$ cat src/rtl/lvl_pkg.sv
package lvl_pkg;
  typedef enum logic [1:0] {
    DIR_HOLD = 2'b00,
    DIR_UP   = 2'b01,
    DIR_DN   = 2'b10
  } dir_e;

  function automatic dir_e resolve_dir(input logic up, input logic dn);
    if (up && !dn) return DIR_UP;
    else if (dn && !up) return DIR_DN;
    else return DIR_HOLD;
  endfunction
endpackage

$ cat src/rtl/lvl_key_filter.sv
module lvl_key_filter #(
  parameter int unsigned DEB_TICKS = 10
) (
  input  logic clk,
  input  logic rst_n,
  input  logic tick_i,
  input  logic key_raw_n_i,
  output logic pressed_o
);
  localparam int unsigned CW = (DEB_TICKS > 1) ? $clog2(DEB_TICKS) : 1;
  localparam logic [CW-1:0] CNT_LAST = CW'(DEB_TICKS - 1);

  logic [1:0]    sync_q;
  logic          state_q;   // filtered level, 1 = released
  logic [CW-1:0] cnt_q;

  always_ff @(posedge clk or negedge rst_n) begin
    if (!rst_n) begin
      sync_q  <= 2'b11;
      state_q <= 1'b1;
      cnt_q   <= '0;
    end else begin
      sync_q <= {sync_q[0], key_raw_n_i};
      if (sync_q[1] == state_q) begin
        cnt_q <= '0;
      end else if (tick_i) begin
        if (cnt_q == CNT_LAST) begin
          state_q <= sync_q[1];
          cnt_q   <= '0;
        end else begin
          cnt_q <= cnt_q + 1'b1;
        end
      end
    end
  end

  assign pressed_o = ~state_q;

  // filtered state may only move on a tick
  p_filter_on_tick_r6: assert property (@(posedge clk) disable iff (!rst_n)
    !tick_i |=> $stable(pressed_o));
endmodule

$ cat src/rtl/lvl_rate_gen.sv
module lvl_rate_gen
  import lvl_pkg::*;
#(
  parameter int unsigned STEP_TICKS = 280
) (
  input  logic clk,
  input  logic rst_n,
  input  logic tick_i,
  input  logic up_req_i,
  input  logic dn_req_i,
  output logic step_o,
  output dir_e dir_o
);
  localparam int unsigned CW = (STEP_TICKS > 1) ? $clog2(STEP_TICKS) : 1;
  localparam logic [CW-1:0] CNT_LAST = CW'(STEP_TICKS - 1);

  logic          active;
  logic [CW-1:0] cnt_q;

  assign active = up_req_i | dn_req_i;
  assign step_o = active && tick_i && (cnt_q == CNT_LAST);
  assign dir_o  = resolve_dir(up_req_i, dn_req_i);

  always_ff @(posedge clk or negedge rst_n) begin
    if (!rst_n) begin
      cnt_q <= '0;
    end else if (!active) begin
      cnt_q <= '0;
    end else if (tick_i) begin
      cnt_q <= (cnt_q == CNT_LAST) ? '0 : cnt_q + 1'b1;
    end
  end

  generate
    if (STEP_TICKS > 1) begin : g_spacing
      // steps are spread by at least one tick period
      p_step_spacing_r4: assert property (@(posedge clk) disable iff (!rst_n)
        step_o |=> !step_o);
    end
  endgenerate
endmodule

$ cat src/rtl/lvl_sat_ctr.sv
module lvl_sat_ctr
  import lvl_pkg::*;
#(
  parameter int unsigned LVL_W  = 5,
  parameter int unsigned PRESET = 16
) (
  input  logic             clk,
  input  logic             rst_n,
  input  logic             step_i,
  input  dir_e             dir_i,
  output logic [LVL_W-1:0] level_o
);
  localparam logic [LVL_W-1:0] LMAX = {LVL_W{1'b1}};
  localparam logic [LVL_W-1:0] LPRE = LVL_W'(PRESET);

  logic [LVL_W-1:0] level_q;

  always_ff @(posedge clk or negedge rst_n) begin
    if (!rst_n) begin
      level_q <= LPRE;
    end else if (step_i) begin
      unique case (dir_i)
        DIR_UP:  if (level_q != LMAX) level_q <= level_q + 1'b1;
        DIR_DN:  if (level_q != '0)   level_q <= level_q - 1'b1;
        default: level_q <= level_q;
      endcase
    end
  end

  assign level_o = level_q;

  // a change is always a single code
  p_single_code_r1: assert property (@(posedge clk) disable iff (!rst_n)
    !$stable(level_q) |-> (level_q == $past(level_q) + 1'b1) || (level_q == $past(level_q) - 1'b1));
  // no wrap at either end
  p_no_wrap_top_r3: assert property (@(posedge clk) disable iff (!rst_n)
    (level_q == LMAX) |=> (level_q != '0));
  p_no_wrap_bot_r3: assert property (@(posedge clk) disable iff (!rst_n)
    (level_q == '0) |=> (level_q != LMAX));
  // level only moves on a step strobe
  p_move_on_step_r4: assert property (@(posedge clk) disable iff (!rst_n)
    !step_i |=> $stable(level_q));
endmodule

$ cat src/rtl/lvl_stepper.sv
module lvl_stepper
  import lvl_pkg::*;
#(
  parameter int unsigned LVL_W      = 5,
  parameter int unsigned PRESET     = 16,
  parameter int unsigned STEP_TICKS = 280,
  parameter int unsigned DEB_TICKS  = 10
) (
  input  logic             clk,
  input  logic             rst_n,
  input  logic             tick_i,
  input  logic             cmd_up_i,
  input  logic             cmd_dn_i,
  input  logic             key_up_n_i,
  input  logic             key_dn_n_i,
  output logic [LVL_W-1:0] level_o
);
  localparam int unsigned NKEYS = 2;

  logic [NKEYS-1:0] key_raw_n;
  logic [NKEYS-1:0] key_pressed;
  logic             up_req, dn_req, step;
  dir_e             dir;

  assign key_raw_n = {key_dn_n_i, key_up_n_i};

  generate
    for (genvar k = 0; k < NKEYS; k++) begin : g_key
      lvl_key_filter #(.DEB_TICKS(DEB_TICKS)) u_filt (
        .clk(clk), .rst_n(rst_n), .tick_i(tick_i),
        .key_raw_n_i(key_raw_n[k]), .pressed_o(key_pressed[k])
      );
    end
  endgenerate

  assign up_req = cmd_up_i | key_pressed[0];
  assign dn_req = cmd_dn_i | key_pressed[1];

  lvl_rate_gen #(.STEP_TICKS(STEP_TICKS)) u_rate (
    .clk(clk), .rst_n(rst_n), .tick_i(tick_i),
    .up_req_i(up_req), .dn_req_i(dn_req),
    .step_o(step), .dir_o(dir)
  );

  lvl_sat_ctr #(.LVL_W(LVL_W), .PRESET(PRESET)) u_ctr (
    .clk(clk), .rst_n(rst_n), .step_i(step), .dir_i(dir), .level_o(level_o)
  );

  // opposing requests never move the level
  p_conflict_hold_r5: assert property (@(posedge clk) disable iff (!rst_n)
    (up_req && dn_req) |=> $stable(level_o));
endmodule

$ cat config.mk
export PLATFORM = sky130hd
export DESIGN_NAME = lvl_stepper
export DESIGN_NICKNAME = d
export VERILOG_FILES = /design/src/rtl/lvl_pkg.sv /design/src/rtl/lvl_key_filter.sv /design/src/rtl/lvl_rate_gen.sv /design/src/rtl/lvl_sat_ctr.sv /design/src/rtl/lvl_stepper.sv
export SDC_FILE = /design/constraint.sdc
export NUM_CORES = 1
export LEC_CHECK = 0
export CORE_MARGIN = 3
export CORE_UTILIZATION = 65
export CTS_BUF_LIST = sky130_fd_sc_hd__clkbuf_8
export DETAILED_ROUTE_END_ITERATION = 6
export DONT_BUFFER_PORTS = 1
export GPL_ROUTABILITY_DRIVEN = 0
export GPL_TIMING_DRIVEN = 0
export PLACE_DENSITY = 0.8
export SYNTH_ARGS = -nofsm -noshare
export SYNTH_HDL_FRONTEND = slang
export SYNTH_HIERARCHICAL = 1
export SYNTH_SLANG_ARGS = --single-unit
export TNS_END_PERCENT = 30
$ cat constraint.sdc
create_clock -name clk -period 4.5 [get_ports clk]
set_input_delay 0.9 -clock clk [delete_from_list [all_inputs] [get_ports clk]]
set_output_delay 0.9 -clock clk [all_outputs]
set_load 0.05 [all_outputs]
==> results of run 1 <==
sequential cells by signal, indices dropped and copies added, names as in the netlist:
name	count
u_ctr/level_o	5
g_key.u_filt/cnt_q	8
u_rate/cnt_q	9
g_key.u_filt/sync_q	4
g_key.u_filt/state_q	2
cells in the mapped netlist (3+ instances only):
library cell / n
sky130_fd_sc_hd__dfrtp_1: 21
sky130_fd_sc_hd__o21ai_0: 8
sky130_fd_sc_hd__nand3b_1: 3
sky130_fd_sc_hd__inv_1: 5
sky130_fd_sc_hd__nand2_1: 13
sky130_fd_sc_hd__nor2_1: 9
sky130_fd_sc_hd__nor2b_1: 4
sky130_fd_sc_hd__ha_1: 5
sky130_fd_sc_hd__nand4_1: 3
sky130_fd_sc_hd__dfstp_2: 7
sky130_fd_sc_hd__or2_1: 3
sky130_fd_sc_hd__xnor2_1: 4
sky130_fd_sc_hd__nor4_1: 3
sky130_fd_sc_hd__nand3_1: 3
sky130_fd_sc_hd__a21oi_1: 8
sky130_fd_sc_hd__xor2_1: 7
per-layer routing:
layer,vias to the layer above,part of all wire [%],global-route usage [%]
met1,557,48,26.0
li1,563,-,-
met3,5,2.3,2.80
met2,16,48,33.4
met4,0,1.5,7.64
met5,-,0,0
stage by stage:
stage	utilization, %	worst slack, ps	total power [W]	hold WS (ps)	cell area (um2)
after global placement	71.9	1720	0.000395	347	1620
after detailed placement	71.9	1680	0.000400	356	1620
final	74.3	1900	0.000552	312	1680
after global routing	74.3	1590	0.000583	290	1680
after CTS	74.3	1910	0.000556	303	1680
after floorplan	-	1840	0.000381	345	1590
worst reg2reg max path, cell delays in order, from the launching register on:
cell and delay, ps:
sky130_fd_sc_hd__dfstp_2 560, sky130_fd_sc_hd__inv_1 40, sky130_fd_sc_hd__or2_1 270, sky130_fd_sc_hd__nor2b_1 160, sky130_fd_sc_hd__nor2b_1 130, sky130_fd_sc_hd__buf_4 160, sky130_fd_sc_hd__xor2_1 140, sky130_fd_sc_hd__ha_1 250
sky130_fd_sc_hd__o31ai_1 230, sky130_fd_sc_hd__a2bb2oi_1 110, sky130_fd_sc_hd__nor4_1 280, sky130_fd_sc_hd__xor2_1 180
worst min-delay path by stage:
stage                                         start                   endpoint  slack (ps)  cells after the start
after CTS                                     rst_n   g_key[1].u_filt/cnt_q[3]         300                      0
after floorplan           g_key[0].u_filt/sync_q[0]  g_key[0].u_filt/sync_q[1]         350                      0
final                                         rst_n            u_rate/cnt_q[6]         310                      0
after global placement    g_key[1].u_filt/sync_q[0]  g_key[1].u_filt/sync_q[1]         350                      0
after global routing                          rst_n   g_key[1].u_filt/cnt_q[3]         290                      0
after detailed placement  g_key[1].u_filt/sync_q[0]  g_key[1].u_filt/sync_q[1]         360                      0
final cells by class:
cell class	count	area [um2]
Tap cell	28	35.0
Multi-Input combinational cell	120	850
Clock buffer	4	55.1
Buffer	1	7.51
Inverter	5	18.8
Sequential cell	28	709
Fill cell	171	579
power breakdown:
| part | total, W | internal, W | leakage (nW) | switching [W] |
|---|---|---|---|---|
| Sequential | 0.000315 | 0.000280 | 0.355 | 0.0000346 |
| Combinational | 0.0000851 | 0.0000394 | 0.334 | 0.0000457 |
| Clock | 0.000153 | 0.0000783 | 0.0288 | 0.0000745 |
kinds of logic after synthesis:
| family | synth area share (%) |
|---|---|
| AOI/OAI and AO/OA | 15.6 |
| xor gates and xnor gates | 6.08 |
| muxes | 2.29 |
| DFF | 44.8 |
| adders and majority gates | 3.95 |
| and+or+nand+nor | 25.7 |
| buffers and inverters | 1.66 |
==> summary.md, run 1 <==
The critical path data arrival time was 2810 ps; the overall via count from detail_route was 1141. The final sum of negative setup slack is 0 ps. The number of clock buffers inserted by TritonCTS is 3. In this design, the largest share of critical-path delay is due to simple AND/OR/NAND/NOR gates. For this run, the number of Yosys warnings is 6. For this run, the register share of the synthesized area comes to 44.8%. The post-CTS clock slew at the launch and capture registers of the worst setup and hold paths is 90 ps, and the number of standard cells after synthesis is 154. The H-tree depth reported by CTS came out at 1. Summing every instance area after synthesis gives 1590 um2. Setup repair after global routing left no endpoint under its margin.

The filler-free cell count of the finished design came out at 186. The netlist uses 55 different library cells. A synthesized cell averages 10.3 um2. After detailed routing, the number of remaining DRC violations is 0. For this design the ratio of total power to cell area is 330 nW/um2. The worst-case IR drop observed on VDD is 0.307 mV.

Once placement completed, the tool counted placed cells totaling 182. The floorplan step defined a die boundary enclosing 3070 um2. In this run the horizontal extent of the chip is 55.4 um. 12 I/O pins were placed.

In this run the vertical extent of the chip is 55.4 um. For the number of violations reported at the end of detailed-routing iteration 0, the log shows 29. Counting every sink on the clock net gives 28. The most common cell after layout, fill and taps aside was sky130_fd_sc_hd__dfrtp_1. The slowest cell on the critical path is sky130_fd_sc_hd__nor4_1. The top fanout value on the critical path is 7. The cell count of the worst reg-to-reg path was 11; the slew of the pin with the lowest slew margin was 648 ps. The count of pins over their slew limit was 0; the clock tree skew after final layout was 3.13 ps. Global routing used 20.0% of the available tracks across all layers. In this run the worst setup path begins at cmd_dn_i. After synthesis, the share of flip-flops with an asynchronous set or reset is 100%. The prevailing post-synth register cell is sky130_fd_sc_hd__dfrtp_1. The number of cells on the critical path came out at 10. The length of the first detailed-routing pass in iterations came out at 4.

The tools report the global-route wire length before repair as 4970 um. Entering global routing, the biggest net connects 29 pins. Summed over all layers, the routed wires come to 2740 um. In the layout the commonest cells are sky130_fd_sc_hd__dfrtp_1 (21), sky130_fd_sc_hd__nand2_1 (13), sky130_fd_sc_hd__nor2_1 (9). The number of nets handed over by synthesis was 166. Headroom to the max-slew limit came out at 56.8%. Of the post-synthesis cell area, the dominant cell type holds 33.1%.

The count of buffers inserted at the top-level ports came out at 0. The effective utilization at floorplan is 70.3%. In this run the clock root is driven by a sky130_fd_sc_hd__clkbuf_8. STA puts the critical path data required time at 4710 ps. The reg-to-reg critical path startpoint is g_key[1].u_filt/state_q. The critical path goes through or2_1 > nor2b_1 > nor2b_1 > buf_4 > xor2_1 > ha_1 > o31ai_1 > a2bb2oi_1 > nor4_1 > xor2_1. Detailed placement finished with a half-perimeter wire length of 1970 um. Using the TritonRoute via totals, the vias-per-cell ratio works out to 6.13. The worst hold-check path type is input pin to asynchronous set/reset pin.

The setup-violating endpoint count in the final report came out at 0. Compared with the post-synthesis result, the final layout area differs by 5.68%. The period utilization is 57.8%, and the number of global-route vias before repair is 1146. After global routing the overflow that remains totals 0. The worst setup path is launched from an input pin. The tools report the count of hold-fix buffers inserted at cts as 0. Static timing analysis puts the maximum clock frequency at 385 MHz. The final hold violation count came out at 0. The final layout net count was 171; the ratio of cells with drive above 1 in the final layout was 20.3%.

The count of nets left with antenna violations once routing finished came out at 0. The mean routed wirelength per cell was 14.7 um. The longest clock path from root to sink contains 2 buffers. On the worst path, the slowest cell contributes a delay of 280 ps.

The biggest area contributor in the post-synthesis netlist is sky130_fd_sc_hd__dfrtp_1. The number of flops mapped to enable cells by yosys was 0. Number of synthesized register bits: 28. The setup slack of the worst register-to-register path came out at 1910 ps.

The worst setup path endpoint is u_ctr/level_o[4]. For the initial antenna violation count, the log shows 0. The sort of element at the end of the critical path was a register. Post-CTS timing repair inserted 0 buffers for setup. TritonCTS built the clock tree. For this design the static power due to leakage is 0.717 nW.

Across the run, the number of max-cap violations was 0. The end of the worst register-to-register path is u_ctr/level_o[4]. The worst path buffer plus inverter count is 1.

The run finished with clean final reports. 0 antenna diodes ended up in the layout. Yosys attributes the largest share of cell area to sky130_fd_sc_hd__dfrtp_1 (33%), sky130_fd_sc_hd__dfstp_2 (12%), sky130_fd_sc_hd__ha_1 (3.9%).

The worst setup path is of the input pin to register kind. The core region is 2250 um2. Row generation in the floorplan step produced 17 rows.

The post-route minimum period is 2600 ps, and the number of instances resized during post-cts repair is 0. Clock latency on the worst-skew pair, taken at its later pin, is 270 ps.
Note: power is estimated with default switching activity, not from simulation.
==> run 2, diff against run 1 <==
--- a/config.mk
+++ b/config.mk
@@ -6,13 +6,13 @@
 export NUM_CORES = 1
 export LEC_CHECK = 0
 export CORE_MARGIN = 3
-export CORE_UTILIZATION = 65
+export CORE_UTILIZATION = 59
 export CTS_BUF_LIST = sky130_fd_sc_hd__clkbuf_8
 export DETAILED_ROUTE_END_ITERATION = 6
 export DONT_BUFFER_PORTS = 1
 export GPL_ROUTABILITY_DRIVEN = 0
 export GPL_TIMING_DRIVEN = 0
-export PLACE_DENSITY = 0.8
+export PLACE_DENSITY = 0.77
 export SYNTH_ARGS = -nofsm -noshare
 export SYNTH_HDL_FRONTEND = slang
 export SYNTH_HIERARCHICAL = 1
==> constraint.sdc (replaced) <==
create_clock -name clk -period 2.1 [get_ports clk]
set_input_delay 0.42 -clock clk [delete_from_list [all_inputs] [get_ports clk]]
set_output_delay 0.42 -clock clk [all_outputs]
set_load 0.05 [all_outputs]
==> run 2 against run 1 <==
Effect of this change:
- the run now ends with negative setup slack left
- sequential share of layout area shrank 4.3 points
- clock power grew to 2.8 times the previous value
- clock-buffer cell count shrank 1
- design area grew 11%
- worst setup slack lost 2100 ps
- critical path type is now register to register
- largest cell class unchanged
==> summary.md, run 2 (same netlist as run 1, synthesis figures left out) <==
The post-CTS clock slew at the launch and capture registers of the worst setup and hold paths works out to 90 ps (about the same). The run gives 1940 um (was 1970 um) as the half-perimeter wire length after placement. The slew of the pin with the lowest slew margin works out to 762 ps (was 648 ps). The number of global-route vias before repair came out at 1169 (was 1146). The boundary pin count is 12 (unchanged), and the power per standard cell area is 700 nW/um2 (was 330 nW/um2).

The overall via count from detail_route was 1164 (was 1141); the final layout net count was 177 (was 171). The cell chosen for the clock root was sky130_fd_sc_hd__clkbuf_8 (unchanged). The run gives 20.1% (was 20.0%) as the global-route usage over all layers. The logs give -249 ps (was 1900 ps) for the minimum setup slack in the final design and 0 (unchanged) for the DRC violation count after routing. The filler-free cell count of the finished design is 194 (was 186), and the top fanout value on the critical path is 4 (was 7). TritonCTS built the clock tree.

The total grt overflow is 0 (unchanged), and the placed cell count is 184 (was 182). The cell count of the worst reg-to-reg path was 10 (was 11). The cell area after layout came out at 1870 um2 (was 1680 um2). Register ranked first by flip-flop count: u_rate/cnt_q (unchanged). Core occupancy in the finished layout: 74.0% (was 74.3%). Net switching power figure: 0.000355 W (was 0.000155 W).

The combinational share of power was 16.0% (was 15.4%). The most common cell after layout, fill and taps aside was sky130_fd_sc_hd__dfrtp_1 (unchanged). The floorplan core area is 2520 um2 (was 2250 um2), and the period utilization is 112%. The tools report the residual antenna-violating net count after detailed routing as 0 (unchanged). The antenna diode count is 0 (unchanged). The worst hold slack across all endpoints is 125 ps (was 312 ps). The tools report the startpoint of the worst setup timing path as g_key[0].u_filt/state_q (was cmd_dn_i). The vias per cell was 6.00 (was 6.13).

The number of violations reported at the end of detailed-routing iteration 0 is 101 (was 29), and the instance count along the most critical hold path is 0. The routed design could run at a clock period as short as 2350 ps. The final reports fail on negative setup slack. Commonest cells after routing, fill and taps aside: sky130_fd_sc_hd__dfrtp_1 (21), sky130_fd_sc_hd__nand2_1 (13), sky130_fd_sc_hd__nor2_1 (9) (unchanged).

The run gives 29 (unchanged) as the largest net degree at the start of global routing. The placed instance area is 1620 um2 (about the same). Switching power share of the total: 27.2% (was 28.0%).

The total clock sinks was 28 (unchanged); the floorplan die area was 3340 um2 (was 3070 um2). The total number of placement rows is 18 (was 17). The tools report the count of pins over their slew limit as 0 (unchanged).

The startpoint of the worst hold path is key_up_n_i. For the initial antenna violation count, the log shows 0 (unchanged). The flip-flop count of the largest register after layout came out at 9 (unchanged). The maximum count of clock buffers along a single path came out at 2 (unchanged).

The reg-to-reg critical path startpoint is g_key[0].u_filt/state_q (was g_key[1].u_filt/state_q). The count of buffers inserted at the top-level ports was 0 (unchanged); the worst ir drop on vdd was 0.476 mV (was 0.307 mV). The global-route wire length before repair was 5170 um (was 4970 um).

The run finished, with violations left. The clock share of power is 32.7% (was 27.7%), and the overall routed net length is 3010 um (was 2740 um). The tools report the length of the first detailed-routing pass in iterations as 4 (unchanged).

The y dimension of the die was 57.8 um (was 55.4 um); the ratio of cells with drive above 1 in the final layout was 31.7% (was 20.3%). The static leakage was 0.777 nW (was 0.717 nW). The tools report the sequential cell fraction of total power as 51.3% (was 56.9%). The number of max-capacitance violations reported was 0 (unchanged). Setup repair after global routing could not meet its margin everywhere. For the final hold violation count, the log shows 0 (unchanged).

Startpoint-to-endpoint class of the critical path: register to register (was input pin to register). Timing would allow up to 426 MHz. The H-tree depth reported by CTS is 1 (unchanged), and the number of clock buffers inserted by TritonCTS is 3 (unchanged). The internal power consumption came out at 0.000952 W (was 0.000398 W). The mean routed wirelength per cell was 15.5 um (was 14.7 um); the relative slew slack was 49.2% (was 56.8%). The required time at the endpoint of the critical path was 2310 ps (was 4710 ps). For the setup-violating endpoint count in the final report, the log shows 4 (was 0).

The area overhead of the layout relative to synthesis was 17.7% (was 5.68%). The worst hold-check path type is input pin to register (was input pin to asynchronous set/reset pin). The effective utilization at floorplan is 62.8% (was 70.3%). The startpoint kind of the worst setup timing path was a register (was an input pin). The critical path data arrival time is 2560 ps (was 2810 ps). For the clock tree skew after final layout, the log shows 2.08 ps (was 3.13 ps).

The tools report the sort of element at the end of the critical path as a register (unchanged). The tools report the clock latency at the later pin of the worst-skew pair as 280 ps (was 270 ps). Floorplan die width: 57.8 um (was 55.4 um).
run 2: area by class of cell:
class | instances | area, um2
clock buffers | 3 | 41.3
clock inverters | 1 | 30.0
fillers | 174 | 657
inverters | 5 | 18.8
multi-input cells | 120 | 961
flip-flops and latches | 28 | 709
well taps | 30 | 37.5
repair buffers | 7 | 67.6
run 2: worst paths after layout:
path | endpoint | slack [ps]
min in group asynchronous | u_ctr/level_o[2] | 570
max | u_ctr/level_o[4] | -250
max reg2reg | u_ctr/level_o[4] | -250
min reg2reg | g_key[0].u_filt/sync_q[1] | 360
min | g_key[0].u_filt/sync_q[0] | 120
max in group asynchronous | g_key[0].u_filt/sync_q[0] | 1300
run 2: power groups by stage:
stage	logic (W)	registers, W	clock network (W)
2_1_floorplan	0.000154	0.000663	0
3_3_place_gp	0.000172	0.000675	0
3_5_place_dp	0.000178	0.000680	0
4_1_cts	0.000204	0.000669	0.000440
5_1_grt	0.000236	0.000680	0.000457
6_report	0.000209	0.000670	0.000427
run 2: critical path, cell delays in order, from the launching register on:
cell and delay (ps):
sky130_fd_sc_hd__dfstp_2 550, sky130_fd_sc_hd__inv_2 40, sky130_fd_sc_hd__or2_4 260, sky130_fd_sc_hd__nor2b_4 130, sky130_fd_sc_hd__nor2b_4 190, sky130_fd_sc_hd__xor2_2 190, sky130_fd_sc_hd__ha_4 210, sky130_fd_sc_hd__a31oi_4 100
sky130_fd_sc_hd__a2bb2oi_2 210, sky130_fd_sc_hd__nor4_2 210, sky130_fd_sc_hd__xor2_1 190
run 2: routing by layer:
| layer | GRT usage [%] | share of wire (%) |
|---|---|---|
| met5 | 0 | 0 |
| met4 | 9.93 | 1.9 |
| met1 | 26.9 | 48 |
| met3 | 2.90 | 2.4 |
| met2 | 31.9 | 48 |
run 2: repair_timing:
item / in CTS / in global routing
resized for setup: 11 / 11
hold buffers: 2 / 0
pin swaps: 6 / 4
setup endpoints to repair: 4 / 4
buffers inserted: 5 / 0
endpoints found under the hold margin: 28 / 0
run 2: through the flow:
stage	total power, W	setup TNS (ps)	setup WS (ps)
after global placement	0.000847	-729	-350
final	0.00131	-343	-249
after floorplan	0.000817	-370	-228
after CTS	0.00131	-503	-380
after detailed placement	0.000857	-858	-386
after global routing	0.00137	-714	-321
==> run 3, diff against run 2 <==
--- a/config.mk
+++ b/config.mk
@@ -12,6 +12,7 @@
 export DONT_BUFFER_PORTS = 1
 export GPL_ROUTABILITY_DRIVEN = 0
 export GPL_TIMING_DRIVEN = 0
+export HOLD_SLACK_MARGIN = 0.15
 export PLACE_DENSITY = 0.77
 export SYNTH_ARGS = -nofsm -noshare
 export SYNTH_HDL_FRONTEND = slang
==> run 3 against run 2 <==
Effect of this change:
- the flow still finishes with violations (negative setup slack)
- clock-buffer cell count is the same
- worst setup slack gained 4.0 ps
- clock skew grew 1.6 ps
- sequential cell count is the same
- first-iteration DRC count shrank 6.9%
- clock power shrank 0.9%
- hold slack gained 170 ps
- maximum frequency grew 0.17%
- combinational power is essentially flat
- utilization grew 0.79 points
- non-clock buffer count grew 2
==> summary.md, run 3 (same netlist as run 1, synthesis figures left out) <==
The H-tree depth reported by CTS came out at 1 (unchanged). For the clock tree skew after final layout, the log shows 3.70 ps (was 2.08 ps). Reg-to-reg critical path startpoint: g_key[0].u_filt/state_q (unchanged).

The maximum count of clock buffers along a single path came out at 2 (unchanged). The floorplan core area is 2520 um2 (unchanged), and the global-route wire length before repair is 5170 um (unchanged). The worst path buffer plus inverter count is 1 (unchanged), and the worst slack at placement is -386 ps (unchanged).

The run gives 709 um2 (unchanged) as the total area of sequential cells. The run finished, with violations left. The antenna diode count is 0 (unchanged). The vias per cell was 6.04 (was 6.00). The tools report the worst ir drop on vdd as 0.474 mV (was 0.476 mV). The period utilization came out at 112% (about the same).

The register ranked first by flip-flop count was u_rate/cnt_q (unchanged). The y dimension of the die works out to 57.8 um (unchanged). The final hold violation count came out at 0 (unchanged). For the relative slew slack, the log shows 49.2% (about the same).

For the number of violations reported at the end of detailed-routing iteration 0, the log shows 94 (was 101). The worst hold-check path type was input pin to register (unchanged). The ratio of cells with drive above 1 in the final layout was 31.3% (was 31.7%). The startpoint of the worst setup timing path is g_key[0].u_filt/state_q (unchanged). Number of cells on the critical path: 10 (unchanged). The achievable frequency was 426 MHz (about the same); the area overhead of the layout relative to synthesis was 18.9% (was 17.7%). The logs give 2550 ps (was 2560 ps) for the critical path data arrival time and 280 ps (about the same) for the clock latency at the later pin of the worst-skew pair.

Most common cell after layout, fill and taps aside: sky130_fd_sc_hd__dfrtp_1 (unchanged). The logs give 4 (unchanged) for the length of the first detailed-routing pass in iterations and 961 um2 (unchanged) for the area of the multi-input gates. The tools report the sort of element at the end of the critical path as a register (unchanged). The kind of cell adding the most delay to the critical path was simple AND/OR/NAND/NOR gates (unchanged). The run gives -240 ps (was -250 ps) as the setup slack of the worst register-to-register path. TritonCTS built the clock tree. The filler-free cell count of the finished design was 196 (was 194).

The floorplan die width is 57.8 um (unchanged), and the worst hold slack across all endpoints is 290 ps (was 125 ps). The cell count of the worst reg-to-reg path was 10 (unchanged). Setup repair after global routing could not meet its margin everywhere. The startpoint-to-endpoint class of the critical path is register to register (unchanged).

The tools report the global-route usage over all layers as 20.0% (was 20.1%). The boundary pin count is 12 (unchanged). The required time at the endpoint of the critical path is 2310 ps (about the same). The slew of the pin with the lowest slew margin is 762 ps (about the same), and the count of buffers inserted at the top-level ports is 0 (unchanged). The run gives -245 ps (was -249 ps) as the minimum setup slack in the final design.

Cell-by-cell trace of the critical path: inv_2 > or2_4 > nor2b_4 > nor2b_4 > xor2_2 > ha_4 > a31oi_4 > a2bb2oi_2 > nor4_2 > xor2_1 (unchanged). The half-perimeter wire length after placement was 1940 um (unchanged); the residual antenna-violating net count after detailed routing was 0 (unchanged). The post-CTS clock slew at the launch and capture registers of the worst setup and hold paths came out at 90 ps (about the same). The total grt overflow came out at 0 (unchanged).

Post-route minimum period: 2340 ps (was 2350 ps). Violations in the final reports: negative setup slack (unchanged). Total clock sinks: 28 (unchanged). The floorplan die area was 3340 um2 (unchanged).

The overall via count from detail_route was 1183 (was 1164). The run gives 4 (unchanged) as the setup-violating endpoint count in the final report. The number of max-capacitance violations reported is 0 (unchanged), and the DRC violation count after routing is 0 (unchanged). For the count of pins over their slew limit, the log shows 0 (unchanged). The number of global-route vias before repair is 1186 (was 1169). The most frequent cell on the critical path was sky130_fd_sc_hd__nor2b_4 (unchanged).

The cell chosen for the clock root was sky130_fd_sc_hd__clkbuf_8 (unchanged). The final sum of negative setup slack was -335 ps (was -343 ps). The flip-flop count of the largest register after layout came out at 9 (unchanged).

Worst min-delay path endpoint: g_key[0].u_filt/cnt_q[1] (was g_key[0].u_filt/sync_q[0]). Number of clock buffers inserted by TritonCTS: 3 (unchanged). The startpoint kind of the worst setup timing path is a register (unchanged). The slowest cell on the critical path is sky130_fd_sc_hd__dfstp_2 (unchanged). The power per standard cell area came out at 692 nW/um2 (was 700 nW/um2).

The end of the worst register-to-register path is u_ctr/level_o[4] (unchanged). The instance count along the most critical hold path was 2 (was 0); the mean routed wirelength per cell was 15.2 um (was 15.5 um). The top fanout value on the critical path is 4 (unchanged). The total number of placement rows is 18 (unchanged).

For the overall routed net length, the log shows 2980 um (was 3010 um). The static leakage was 0.785 nW (was 0.777 nW); the core occupancy in the finished layout was 74.8% (was 74.0%). The effective utilization at floorplan was 62.8% (unchanged).

The tools report the startpoint of the worst hold path as tick_i (was key_up_n_i). The highest cell delay on the worst timing path works out to 550 ps (about the same). The initial antenna violation count is 0 (unchanged). The run gives 184 (unchanged) as the placed cell count. Commonest cells after routing, fill and taps aside: sky130_fd_sc_hd__dfrtp_1 (21), sky130_fd_sc_hd__nand2_1 (13), sky130_fd_sc_hd__nor2_1 (9) (unchanged). The logs give 29 (unchanged) for the largest net degree at the start of global routing and 179 (was 177) for the final layout net count. The count of fill cells added during filler insertion is 172 (was 174).
==> run 3: cell count changes in the layout (fill, tap and decap cells not counted), sizes merged <==
| cell | delta |
|---|---|
| dlygate4sd3 | +2 |
==> run 3: metal layers <==
layer / global-route usage [%] / up-vias / part of all wire (%)
met5: 0 / - / 0
met4: 10.3 / 0 / 1.9
met3: 2.90 / 5 / 3.0
met2: 31.9 / 20 / 48
met1: 26.6 / 580 / 47
li1: - / 578 / -
==> run 3: power by group <==
part / internal [W] / total [W] / switching [W]
logic: 0.0000989 / 0.000211 / 0.000113
registers: 0.000600 / 0.000670 / 0.0000706
clock network: 0.000255 / 0.000423 / 0.000167
==> run 3: area by class of cell <==
cell class / count / area share [%]
inverters: 5 / 0.995
multi-input cells: 120 / 51.0
flip-flops and latches: 28 / 37.6
well taps: 30 / 1.99
clock buffers: 3 / 2.19
repair buffers: 9 / 4.64
clock inverters: 1 / 1.59
==> run 3: worst max path at each step <==
stage / end
2_1_floorplan: u_ctr/level_o[4]
3_3_place_gp: u_ctr/level_o[4]
3_5_place_dp: u_ctr/level_o[4]
4_1_cts: u_ctr/level_o[4]
5_1_grt: u_ctr/level_o[4]
6_report: u_ctr/level_o[4]
==> run 3: through the flow <==
| stage | power [W] | area [um2] |
|---|---|---|
| final | 0.00130 | 1890 |
| after global routing | 0.00138 | 1890 |
| after CTS | 0.00132 | 1820 |
| after detailed placement | 0.000857 | 1620 |
| after global placement | 0.000847 | 1620 |
| after floorplan | 0.000817 | 1590 |
==> run 3: worst register-to-register path, stage by stage (launching register included) <==
cell,delay (ps)
sky130_fd_sc_hd__dfstp_2,550
sky130_fd_sc_hd__inv_2,40
sky130_fd_sc_hd__or2_4,260
sky130_fd_sc_hd__nor2b_4,130
sky130_fd_sc_hd__nor2b_4,190
sky130_fd_sc_hd__xor2_2,190
sky130_fd_sc_hd__ha_4,210
sky130_fd_sc_hd__a31oi_4,100
sky130_fd_sc_hd__a2bb2oi_2,210
sky130_fd_sc_hd__nor4_2,210
sky130_fd_sc_hd__xor2_1,190
==> run 3: timing repair <==
item                                    in CTS  in global routing
endpoints found under the setup margin       4                  4
hold buffers                                 4                  0
gates resized for setup                     11                 11
pin swaps                                    6                  4
setup buffers                                5                  0
endpoints found under the hold margin       30                  0
